**src/rtl/grp_irq_pkg.sv**
```systemverilog
package grp_irq_pkg;
  localparam int unsigned ADDR_W = 3;

  typedef enum logic [ADDR_W-1:0] {
    RA_ENABLE  = 3'd0,
    RA_PEND    = 3'd1,
    RA_PRIO_LO = 3'd2,
    RA_PRIO_HI = 3'd3,
    RA_CTRL    = 3'd4,
    RA_NEST    = 3'd5
  } reg_sel_e;
endpackage

```
**src/rtl/grp_irq_src_bank.sv**
```systemverilog
// Edge capture and pending flags for all request lines.
module grp_irq_src_bank #(
  parameter int unsigned N_SRC = 18
) (
  input  logic             clk,
  input  logic             rst,
  input  logic [N_SRC-1:0] req,
  input  logic             sw_we,
  input  logic [N_SRC-1:0] sw_keep,
  input  logic [N_SRC-1:0] ack_clr,
  output logic [N_SRC-1:0] pend
);
  logic [N_SRC-1:0] req_q;
  logic [N_SRC-1:0] rise;

  assign rise = req & ~req_q;

  always_ff @(posedge clk) begin
    if (rst) begin
      req_q <= '0;
      pend  <= '0;
    end else begin
      req_q <= req;
      // a fresh edge in the same cycle as a clear keeps the flag set
      pend  <= ((sw_we ? (pend & sw_keep) : pend) & ~ack_clr) | rise;
    end
  end
endmodule

```
**src/rtl/grp_irq_arbiter.sv**
```systemverilog
// Combinational winner selection: level, then group, then source.
module grp_irq_arbiter #(
  parameter int unsigned N_SRC = 18,
  parameter int unsigned N_GRP = 6,
  parameter int unsigned LVL_W = 2,
  localparam int unsigned SPG   = N_SRC / N_GRP,
  localparam int unsigned VEC_W = $clog2(N_SRC)
) (
  input  logic [N_SRC-1:0] cand,
  input  logic [N_GRP-1:0] prio_lo,
  input  logic [N_GRP-1:0] prio_hi,
  output logic             hit,
  output logic [VEC_W-1:0] win_idx,
  output logic [LVL_W-1:0] win_lvl
);
  logic [LVL_W-1:0] src_lvl [N_SRC];

  for (genvar s = 0; s < N_SRC; s++) begin : g_lvl
    assign src_lvl[s] = LVL_W'({prio_hi[s % N_GRP], prio_lo[s % N_GRP]});
  end

  always_comb begin
    hit     = 1'b0;
    win_idx = '0;
    win_lvl = '0;
    for (int g = 0; g < N_GRP; g++) begin
      for (int k = 0; k < SPG; k++) begin
        if (cand[g + k*N_GRP] && (!hit || src_lvl[g + k*N_GRP] > win_lvl)) begin
          hit     = 1'b1;
          win_idx = VEC_W'(g + k*N_GRP);
          win_lvl = src_lvl[g + k*N_GRP];
        end
      end
    end
  end
endmodule

```
**src/rtl/grp_irq_nest.sv**
```systemverilog
// Stack of levels currently in service.
module grp_irq_nest #(
  parameter int unsigned DEPTH = 4,
  parameter int unsigned LVL_W = 2,
  localparam int unsigned CNT_W = $clog2(DEPTH + 1),
  localparam int unsigned IDX_W = (DEPTH > 1) ? $clog2(DEPTH) : 1
) (
  input  logic             clk,
  input  logic             rst,
  input  logic             push,
  input  logic [LVL_W-1:0] push_lvl,
  input  logic             pop,
  output logic [CNT_W-1:0] depth,
  output logic [LVL_W-1:0] top,
  output logic             empty
);
  logic [LVL_W-1:0] stk [DEPTH];

  assign empty = (depth == '0);
  assign top   = empty ? '0 : stk[IDX_W'(depth - 1'b1)];

  always_ff @(posedge clk) begin
    if (rst) begin
      depth <= '0;
    end else if (push) begin
      if (depth < CNT_W'(DEPTH)) begin
        stk[IDX_W'(depth)] <= push_lvl;
        depth              <= depth + 1'b1;
      end
    end else if (pop && !empty) begin
      depth <= depth - 1'b1;
    end
  end
endmodule

```
**src/rtl/grp_irq_ctrl.sv**
```systemverilog
module grp_irq_ctrl
  import grp_irq_pkg::*;
#(
  parameter int unsigned      N_SRC    = 18,
  parameter int unsigned      N_GRP    = 6,
  parameter int unsigned      LVL_W    = 2,
  parameter int unsigned      DEPTH    = 4,
  parameter logic [N_SRC-1:0] WAKE_SRC = 18'h00018,
  localparam int unsigned     VEC_W    = $clog2(N_SRC),
  localparam int unsigned     CNT_W    = $clog2(DEPTH + 1)
) (
  input  logic              clk,
  input  logic              rst,
  input  logic [N_SRC-1:0]  irq_req,
  input  logic              reg_we,
  input  logic [ADDR_W-1:0] reg_addr,
  input  logic [N_SRC-1:0]  reg_wdata,
  output logic [N_SRC-1:0]  reg_rdata,
  output logic              cpu_irq,
  output logic [VEC_W-1:0]  cpu_vec,
  input  logic              cpu_ack,
  input  logic              cpu_ret,
  input  logic              sleep,
  output logic              wake
);
  logic [N_SRC-1:0] en_q;
  logic [N_GRP-1:0] prio_lo_q, prio_hi_q;
  logic             glb_q;
  logic [LVL_W-1:0] cpu_lvl_q;

  logic [N_SRC-1:0] pend;
  logic [N_SRC-1:0] ack_clr;
  logic             take;
  logic             hit;
  logic [VEC_W-1:0] win_idx;
  logic [LVL_W-1:0] win_lvl;
  logic [CNT_W-1:0] depth;
  logic [LVL_W-1:0] top;
  logic             empty;
  logic             fwd;

  assign take    = cpu_ack & cpu_irq;
  assign ack_clr = take ? (N_SRC'(1) << cpu_vec) : '0;

  grp_irq_src_bank #(.N_SRC(N_SRC)) u_bank (
    .clk     (clk),
    .rst     (rst),
    .req     (irq_req),
    .sw_we   (reg_we && reg_addr == RA_PEND),
    .sw_keep (reg_wdata),
    .ack_clr (ack_clr),
    .pend    (pend)
  );

  grp_irq_arbiter #(.N_SRC(N_SRC), .N_GRP(N_GRP), .LVL_W(LVL_W)) u_arb (
    .cand    (pend & en_q),
    .prio_lo (prio_lo_q),
    .prio_hi (prio_hi_q),
    .hit     (hit),
    .win_idx (win_idx),
    .win_lvl (win_lvl)
  );

  grp_irq_nest #(.DEPTH(DEPTH), .LVL_W(LVL_W)) u_nest (
    .clk      (clk),
    .rst      (rst),
    .push     (take),
    .push_lvl (cpu_lvl_q),
    .pop      (cpu_ret),
    .depth    (depth),
    .top      (top),
    .empty    (empty)
  );

  assign fwd = hit && glb_q && !sleep && (empty || win_lvl > top);

  // register file
  always_ff @(posedge clk) begin
    if (rst) begin
      en_q      <= '0;
      prio_lo_q <= '0;
      prio_hi_q <= '0;
      glb_q     <= 1'b0;
    end else if (reg_we) begin
      case (reg_addr)
        RA_ENABLE:  en_q      <= reg_wdata;
        RA_PRIO_LO: prio_lo_q <= N_GRP'(reg_wdata);
        RA_PRIO_HI: prio_hi_q <= N_GRP'(reg_wdata);
        RA_CTRL:    glb_q     <= 1'(reg_wdata);
        default: ;
      endcase
    end
  end

  always_ff @(posedge clk) begin
    if (rst) begin
      reg_rdata <= '0;
    end else begin
      case (reg_addr)
        RA_ENABLE:  reg_rdata <= en_q;
        RA_PEND:    reg_rdata <= pend;
        RA_PRIO_LO: reg_rdata <= N_SRC'(prio_lo_q);
        RA_PRIO_HI: reg_rdata <= N_SRC'(prio_hi_q);
        RA_CTRL:    reg_rdata <= N_SRC'(glb_q);
        RA_NEST:    reg_rdata <= N_SRC'({depth, top});
        default:    reg_rdata <= '0;
      endcase
    end
  end

  // CPU-facing and wake outputs
  always_ff @(posedge clk) begin
    if (rst) begin
      cpu_irq   <= 1'b0;
      cpu_vec   <= '0;
      cpu_lvl_q <= '0;
      wake      <= 1'b0;
    end else begin
      cpu_irq <= take ? 1'b0 : fwd;
      if (!take) begin
        cpu_vec   <= win_idx;
        cpu_lvl_q <= win_lvl;
      end
      wake <= sleep && |(pend & en_q & WAKE_SRC);
    end
  end
endmodule

```
**config.mk**
```make
export PLATFORM = sky130hd
export DESIGN_NAME = grp_irq_ctrl
export DESIGN_NICKNAME = d
export VERILOG_FILES = /design/src/rtl/grp_irq_pkg.sv /design/src/rtl/grp_irq_src_bank.sv /design/src/rtl/grp_irq_arbiter.sv /design/src/rtl/grp_irq_nest.sv /design/src/rtl/grp_irq_ctrl.sv
export SDC_FILE = /design/constraint.sdc
export NUM_CORES = 1
export LEC_CHECK = 0
export CAP_MARGIN = 20
export CORE_MARGIN = 4
export CORE_UTILIZATION = 23
export CTS_CLUSTER_SIZE = 24
export DETAILED_ROUTE_END_ITERATION = 12
export DONT_BUFFER_PORTS = 1
export PLACE_DENSITY = 0.47
export SLEW_MARGIN = 40
export SYNTH_ARGS = -nofsm -noshare
export SYNTH_HDL_FRONTEND = slang
export SYNTH_HIERARCHICAL = 1
export SYNTH_SLANG_ARGS = --single-unit
```
**constraint.sdc**
```tcl
create_clock -name clk -period 34.1 [get_ports clk]
set_input_delay 5.115 -clock clk [delete_from_list [all_inputs] [get_ports clk]]
set_output_delay 5.115 -clock clk [all_outputs]
set_load 0.005 [all_outputs]
```
==> results of run 1 <==
flip-flops by register name, indices dropped and copies added, names as in the netlist, 3 cells and up:
register      cells
u_bank/pend      18
en_q             18
prio_lo_q         6
u_bank/req_q     18
u_nest/depth      3
cpu_vec           5
u_nest/stk        8
reg_rdata        18
prio_hi_q         6
placed cells by master (no fill, tap or decap), types with 9 or more instances in the layout:
cell type	count
nor2_1	92
inv_1	46
nor2b_1	16
mux2_2	13
ha_1	26
nand3_1	14
nor3_1	9
a32o_1	18
nand2_1	97
nand2b_1	23
a21oi_1	52
clkbuf_16	9
o21ai_0	23
mux2i_1	24
dfxtp_1	97
and2_1	21
nor2b_2	13
synth_stat cells (9+ instances only):
library cell,count,share of area [%]
dfxtp_1,97,31
nand2_1,97,5.7
nor2_1,92,5.4
a21oi_1,52,4.1
inv_1,46,2.7
ha_1,26,5.1
mux2i_1,24,3.8
nand2b_1,23,2.3
o21ai_0,23,1.8
and2_1,22,2.2
a32o_1,18,2.8
nor2b_1,16,1.6
nand3_1,14,1.1
clkbuf_1,13,0.77
mux2_2,13,2.3
nor2b_2,13,1.8
buf_2,9,0.71
nor3_1,9,0.71
cells by family after synthesis:
group,Yosys count,synth area share [%]
flip-flops,105,34.37
adder cells (fa/ha/maj),27,5.282
XOR/XNOR,1,0.1380
buffers and inverters,79,5.853
multiplexers,44,8.080
AND/OR/NAND/NOR,337,27.28
AO/OA/AOI/OAI,163,19.00
per-stage QoR:
step	setup slack, ps	utilization (%)
6_report	10860	25.67
3_3_place_gp	11260	24.41
3_5_place_dp	11120	24.45
4_1_cts	11080	25.67
2_1_floorplan	14130	-
5_1_grt	8778	25.67
path summary, 6_finish.rpt:
check / start / to / slack [ps] / depth (start not counted)
min reg2reg: en_q[11] / en_q[11] / 460 / 2
max reg2reg: u_bank/pend[0] / cpu_irq / 10860 / 107
min: en_q[11] / en_q[11] / 460 / 2
max: u_bank/pend[0] / cpu_irq / 10860 / 107
power groups by stage:
stage | clock network, mW | logic [mW] | registers [mW]
after global routing | 0.122 | 0.0361 | 0.135
after global placement | 0 | 0.0320 | 0.138
final | 0.115 | 0.0318 | 0.134
after floorplan | 0 | 0.0283 | 0.135
after CTS | 0.118 | 0.0321 | 0.135
after detailed placement | 0 | 0.0319 | 0.138
tightest hold or removal path: stages (launching register included):
cell and delay (ps):
dfxtp_1 320, nand2_1 50, a21oi_1 50
cell type report:
class / count / area, um2
multi-input cells: 572 / 3811
clock inverters: 7 / 103.9
well taps: 341 / 426.7
inverters: 46 / 172.7
clock buffers: 9 / 225.2
flip-flops and latches: 105 / 2182
repair buffers: 2 / 15.01
fillers: 2964 / 20090
per-layer routing:
layer	part of all wire, %	GRT usage, %	up-vias
li1	-	-	2619
met1	46	15.56	2474
met2	49	20.69	93
met3	3.4	2.240	16
met4	1.4	3.596	0
met5	0	0	-
==> results.sh, run 1 <==
export IMPL_status="finished clean"
export IMPL_drt_iter0_markers=298
export IMPL_ys_seq_area_share_pct=34.37
export IMPL_hp_class="reg2reg"
export IMPL_drv_cap=0
export IMPL_cts_reportedPaths_clkPinSlew_ps=70
export IMPL_synthArstFlopShare_pct=0
export IMPL_cts_resized=0
export IMPL_setup_viol=0
export IMPL_start_kind="register"
export IMPL_synth_nets=827
export IMPL_synth_edf_count=8
export IMPL_final_area_um2=6937
export IMPL_core_um2=27030
export IMPL_start_util_pct=23.49
export IMPL_clock_latency_ps=360
export IMPL_cts_buffers=9
export IMPL_cts_tree="yes"
export IMPL_switching_share_pct=25.39
export IMPL_drt_total_wl_um=18760
export IMPL_ios=70
export IMPL_syn_inst=756
export IMPL_maxSlewViolCount=0
export IMPL_vias=5202
export IMPL_port_buffers=0
export IMPL_viasPerCell=4.808
export IMPL_drt_pass1_iter_count=5
export IMPL_synth_main_ff_cell="dfxtp_1"
export IMPL_criticalPathCategory="reg2reg"
export IMPL_nNetsFinal=807
export IMPL_final_antenna_net_count=0
export IMPL_grt_pass1_wl_um=29390
export IMPL_tightest_slew_ps=690.7
export IMPL_synth_seq_cells=105
export IMPL_holdWs_ps=461.3
export IMPL_cts_buffer_depth=2
export IMPL_crit_family="compound AO/OA/AOI/OAI gates"
export IMPL_dp_hpwl_um=14160
export IMPL_leakagePower_nw=2.545
export IMPL_crit_path_top_delay_cell="mux2i_1"
export IMPL_ir_drop_mv=0.02647
export IMPL_crit_buf_inv=6
export IMPL_gp_congestion=0.8455
export IMPL_postCtsHoldBufs=0
export IMPL_wl_per_cell_um=17.34
export IMPL_area_growth_pct=9.263
export IMPL_hold_viol=0
export IMPL_pwr_share_seq_pct=47.9
export IMPL_grt_pass1_vias=5027
export IMPL_yosysWarnings=6
export IMPL_drc_errors=0
export IMPL_cts_root_buf="clkbuf_16"
export IMPL_setup_worst_path_end_class="register"
export IMPL_critPathMaxFanout=13
export IMPL_slew_headroom_pct=53.53
export IMPL_critical_path_most_common_cell="ha_1"
export IMPL_clock_sinks=105
export IMPL_final_cells=1082
export IMPL_timing_fmax_ghz=0.04302
export IMPL_critPathRequiredTime_ps=34350
export IMPL_die_w_um=174.1
export IMPL_dieArea_um2=30320
export IMPL_htree_levels=3
export IMPL_syn_area_per_cell_um2=8.398
export IMPL_cpPeakStageDelay_ps=540
export IMPL_track_usage_pct=12.10
export IMPL_rows=60
export IMPL_grt_max_degree=85
export IMPL_place_inst=1066
export IMPL_fin_crit_sh_pct=68.16
export IMPL_drive_gt1_share_pct=9.582
export IMPL_switchingPower_mw=0.07134
export IMPL_antenna_cells=0
export IMPL_comb_power_share_pct=11.3
export IMPL_die_h_um=174.1
export IMPL_grt_remaining_overflow=0
export IMPL_rsz0062_at_grt="no"
export IMPL_cts_setup_buffers=0
export IMPL_p_clk_share_pct=40.8
export IMPL_synth_distinct_cells=84
export IMPL_antenna_found_initial=0
export IMPL_power_mw=0.2810
export IMPL_fin_crit_ps=23240
export IMPL_placedInstanceArea_um2=6608
export IMPL_clock_skew_ps=15.29
export IMPL_p_int_mw=0.2096
export IMPL_setup_tns_ps=0
export IMPL_syn_cell_area_um2=6349
export IMPL_p_per_area_nw_per_um2=40.50
export IMPL_arrival_ps=23490
Power figures use the tool's default switching activity.
==> run 2: changes to the inputs <==
==> constraint.sdc (replaced) <==
create_clock -name clk -period 24.3 [get_ports clk]
set_input_delay 3.645 -clock clk [delete_from_list [all_inputs] [get_ports clk]]
set_output_delay 3.645 -clock clk [all_outputs]
set_load 0.005 [all_outputs]
==> run 2 against run 1 <==
Non-clock buffer count increased by 4. Worst hold slack improved by 1.5 ps. Final cell count rose by 0.37%. Highest routed layer unchanged. Clock power is 37% higher. Critical path depth grew 2. Fmax rose by 4.7%. Critical endpoint unchanged. Critical path type unchanged. Largest power group unchanged. Utilization grew 0.12 points.
==> results.sh, run 2 (synthesized netlist as in run 1, its figures left out) <==
export IMPL_comb_power_share_pct=11.5
export IMPL_nNetsFinal=811
export IMPL_mostFrequentLayoutCells="nand2_1, dfxtp_1, nor2_1, a21oi_1, inv_1"
export IMPL_criticalPathCategory="reg2reg"
export IMPL_port_buffers=0
export IMPL_grt_remaining_overflow=0
export IMPL_die_h_um=174.1
export IMPL_grt_max_degree=85
export IMPL_critical_path_most_common_cell="ha_1"
export IMPL_dieArea_um2=30320
export IMPL_maxSlewViolCount=0
export IMPL_hold_viol=0
export IMPL_ir_drop_mv=0.03175
export IMPL_hp_class="reg2reg"
export IMPL_fill_cells=2992
export IMPL_fin_crit_ps=22190
export IMPL_start_kind="register"
export IMPL_rows=60
export IMPL_cts_buffers=9
export IMPL_p_clk_share_pct=40.3
export IMPL_antenna_found_initial=0
export IMPL_area_growth_pct=9.775
export IMPL_grt_pass1_wl_um=29370
export IMPL_drive_gt1_share_pct=10.60
export IMPL_clock_sinks=105
export IMPL_wl_per_cell_um=17.18
export IMPL_critPathMaxFanout=8
export IMPL_postCtsHoldBufs=0
export IMPL_pwr_share_seq_pct=48.2
export IMPL_arrival_ps=22440
export IMPL_fin_crit_sh_pct=91.32
export IMPL_antenna_cells=0
export IMPL_drt_pass1_iter_count=5
export IMPL_status="finished clean"
export IMPL_clock_latency_ps=360
export IMPL_cts_root_buf="clkbuf_16"
export IMPL_final_cells=1086
export IMPL_track_usage_pct=12.15
export IMPL_vias=5261
export IMPL_timing_fmax_ghz=0.04507
export IMPL_tightest_slew_ps=739.3
export IMPL_die_w_um=174.1
export IMPL_gp_congestion=0.8637
export IMPL_power_mw=0.3917
export IMPL_cts_buffer_depth=2
export IMPL_viasPerCell=4.844
export IMPL_dp_hpwl_um=14120
export IMPL_drc_errors=0
export IMPL_cts_tree="yes"
export IMPL_drt_total_wl_um=18660
export IMPL_drv_cap=0
export IMPL_register_area_um2=2182
export IMPL_start_util_pct=23.49
export IMPL_setup_worst_path_end_class="register"
export IMPL_p_int_mw=0.2932
export IMPL_switching_share_pct=25.13
export IMPL_place_inst=1066
export IMPL_setup_tns_ps=0
export IMPL_clock_skew_ps=5.479
export IMPL_rsz0062_at_grt="no"
export IMPL_post_route_util_pct=25.79
export IMPL_crit_path_top_delay_cell="mux2i_2"
export IMPL_cpPeakStageDelay_ps=440
export IMPL_drt_iter0_markers=304
export IMPL_htree_levels=3
export IMPL_grt_pass1_vias=5143
export IMPL_switchingPower_mw=0.09845
export IMPL_p_per_area_nw_per_um2=56.20
export IMPL_setup_viol=0
export IMPL_cts_reportedPaths_clkPinSlew_ps=70
export IMPL_leakagePower_nw=2.566
export IMPL_critPathRequiredTime_ps=24550
export IMPL_final_antenna_net_count=0
export IMPL_core_um2=27030
export IMPL_ios=70
export IMPL_multiInputGateArea_um2=3824
export IMPL_slew_headroom_pct=50.26
## run 2: changes by cell type in the layout (fill, tap and decap cells not counted), sizes merged
cell	before	now
buf	2	6
## run 2: path summary, 6_finish.rpt
path	from	to	slack [ps]	cells after the start
worst max register to register	u_bank/pend[0]	cpu_irq	2110	109
worst min-delay path	en_q[17]	en_q[17]	460	2
worst min register to register	en_q[17]	en_q[17]	460	2
worst max-delay path	u_bank/pend[0]	cpu_irq	2110	109
## run 2: repair_timing
| action | in CTS | in global routing |
|---|---|---|
| setup buffers | 0 | 4 |
| resized for setup | 0 | 5 |
| endpoints found under the setup margin | 0 | 7 |
## run 2: final cells by class
class / count / share of cell area, %
Clock buffer: 9 / 3.232
Clock inverter: 7 / 1.346
Inverter: 46 / 2.478
Multi-Input combinational cell: 572 / 54.87
Sequential cell: 105 / 31.31
Tap cell: 341 / 6.122
Timing Repair Buffer: 6 / 0.6463
## run 2: critical path: cells and delay by family (launching register included)
| kind | cells | cell delay (ps) |
|---|---|---|
| adders and majority gates | 17 | 4650 |
| DFF | 1 | 320 |
| and+or+nand+nor | 32 | 5630 |
| AOI/OAI and AO/OA | 46 | 8110 |
| buffers and inverters | 6 | 530 |
| muxes | 8 | 2810 |
## run 2: stage by stage
| stage | hold slack (ps) | setup WS, ps | area (um2) |
|---|---|---|---|
| after floorplan | 441.8 | 4325 | 6349 |
| after global placement | 448.0 | 1258 | 6598 |
| after detailed placement | 449.9 | 1348 | 6608 |
| after CTS | 463.1 | 1306 | 6927 |
| after global routing | 477.4 | 113.5 | 6969 |
| final | 462.8 | 2110 | 6969 |
## run 2: power groups by stage
| stage | registers, mW | logic [mW] | clock network [mW] |
|---|---|---|---|
| after floorplan | 0.190 | 0.0397 | 0 |
| after global placement | 0.193 | 0.0446 | 0 |
| after detailed placement | 0.193 | 0.0449 | 0 |
| after CTS | 0.189 | 0.0452 | 0.164 |
| after global routing | 0.190 | 0.0504 | 0.169 |
| final | 0.189 | 0.0449 | 0.158 |
## run 2: per-layer routing
metal / part of all wire, % / vias to the layer above / wire length (um) / global-route usage (%)
li1: - / 2627 / - / -
met2: 49 / 110 / 9103 / 20.79
met1: 45 / 2496 / 8430 / 15.43
met3: 3.2 / 28 / 605 / 1.631
met4: 2.8 / 0 / 515 / 5.015
met5: 0 / - / 0 / 0
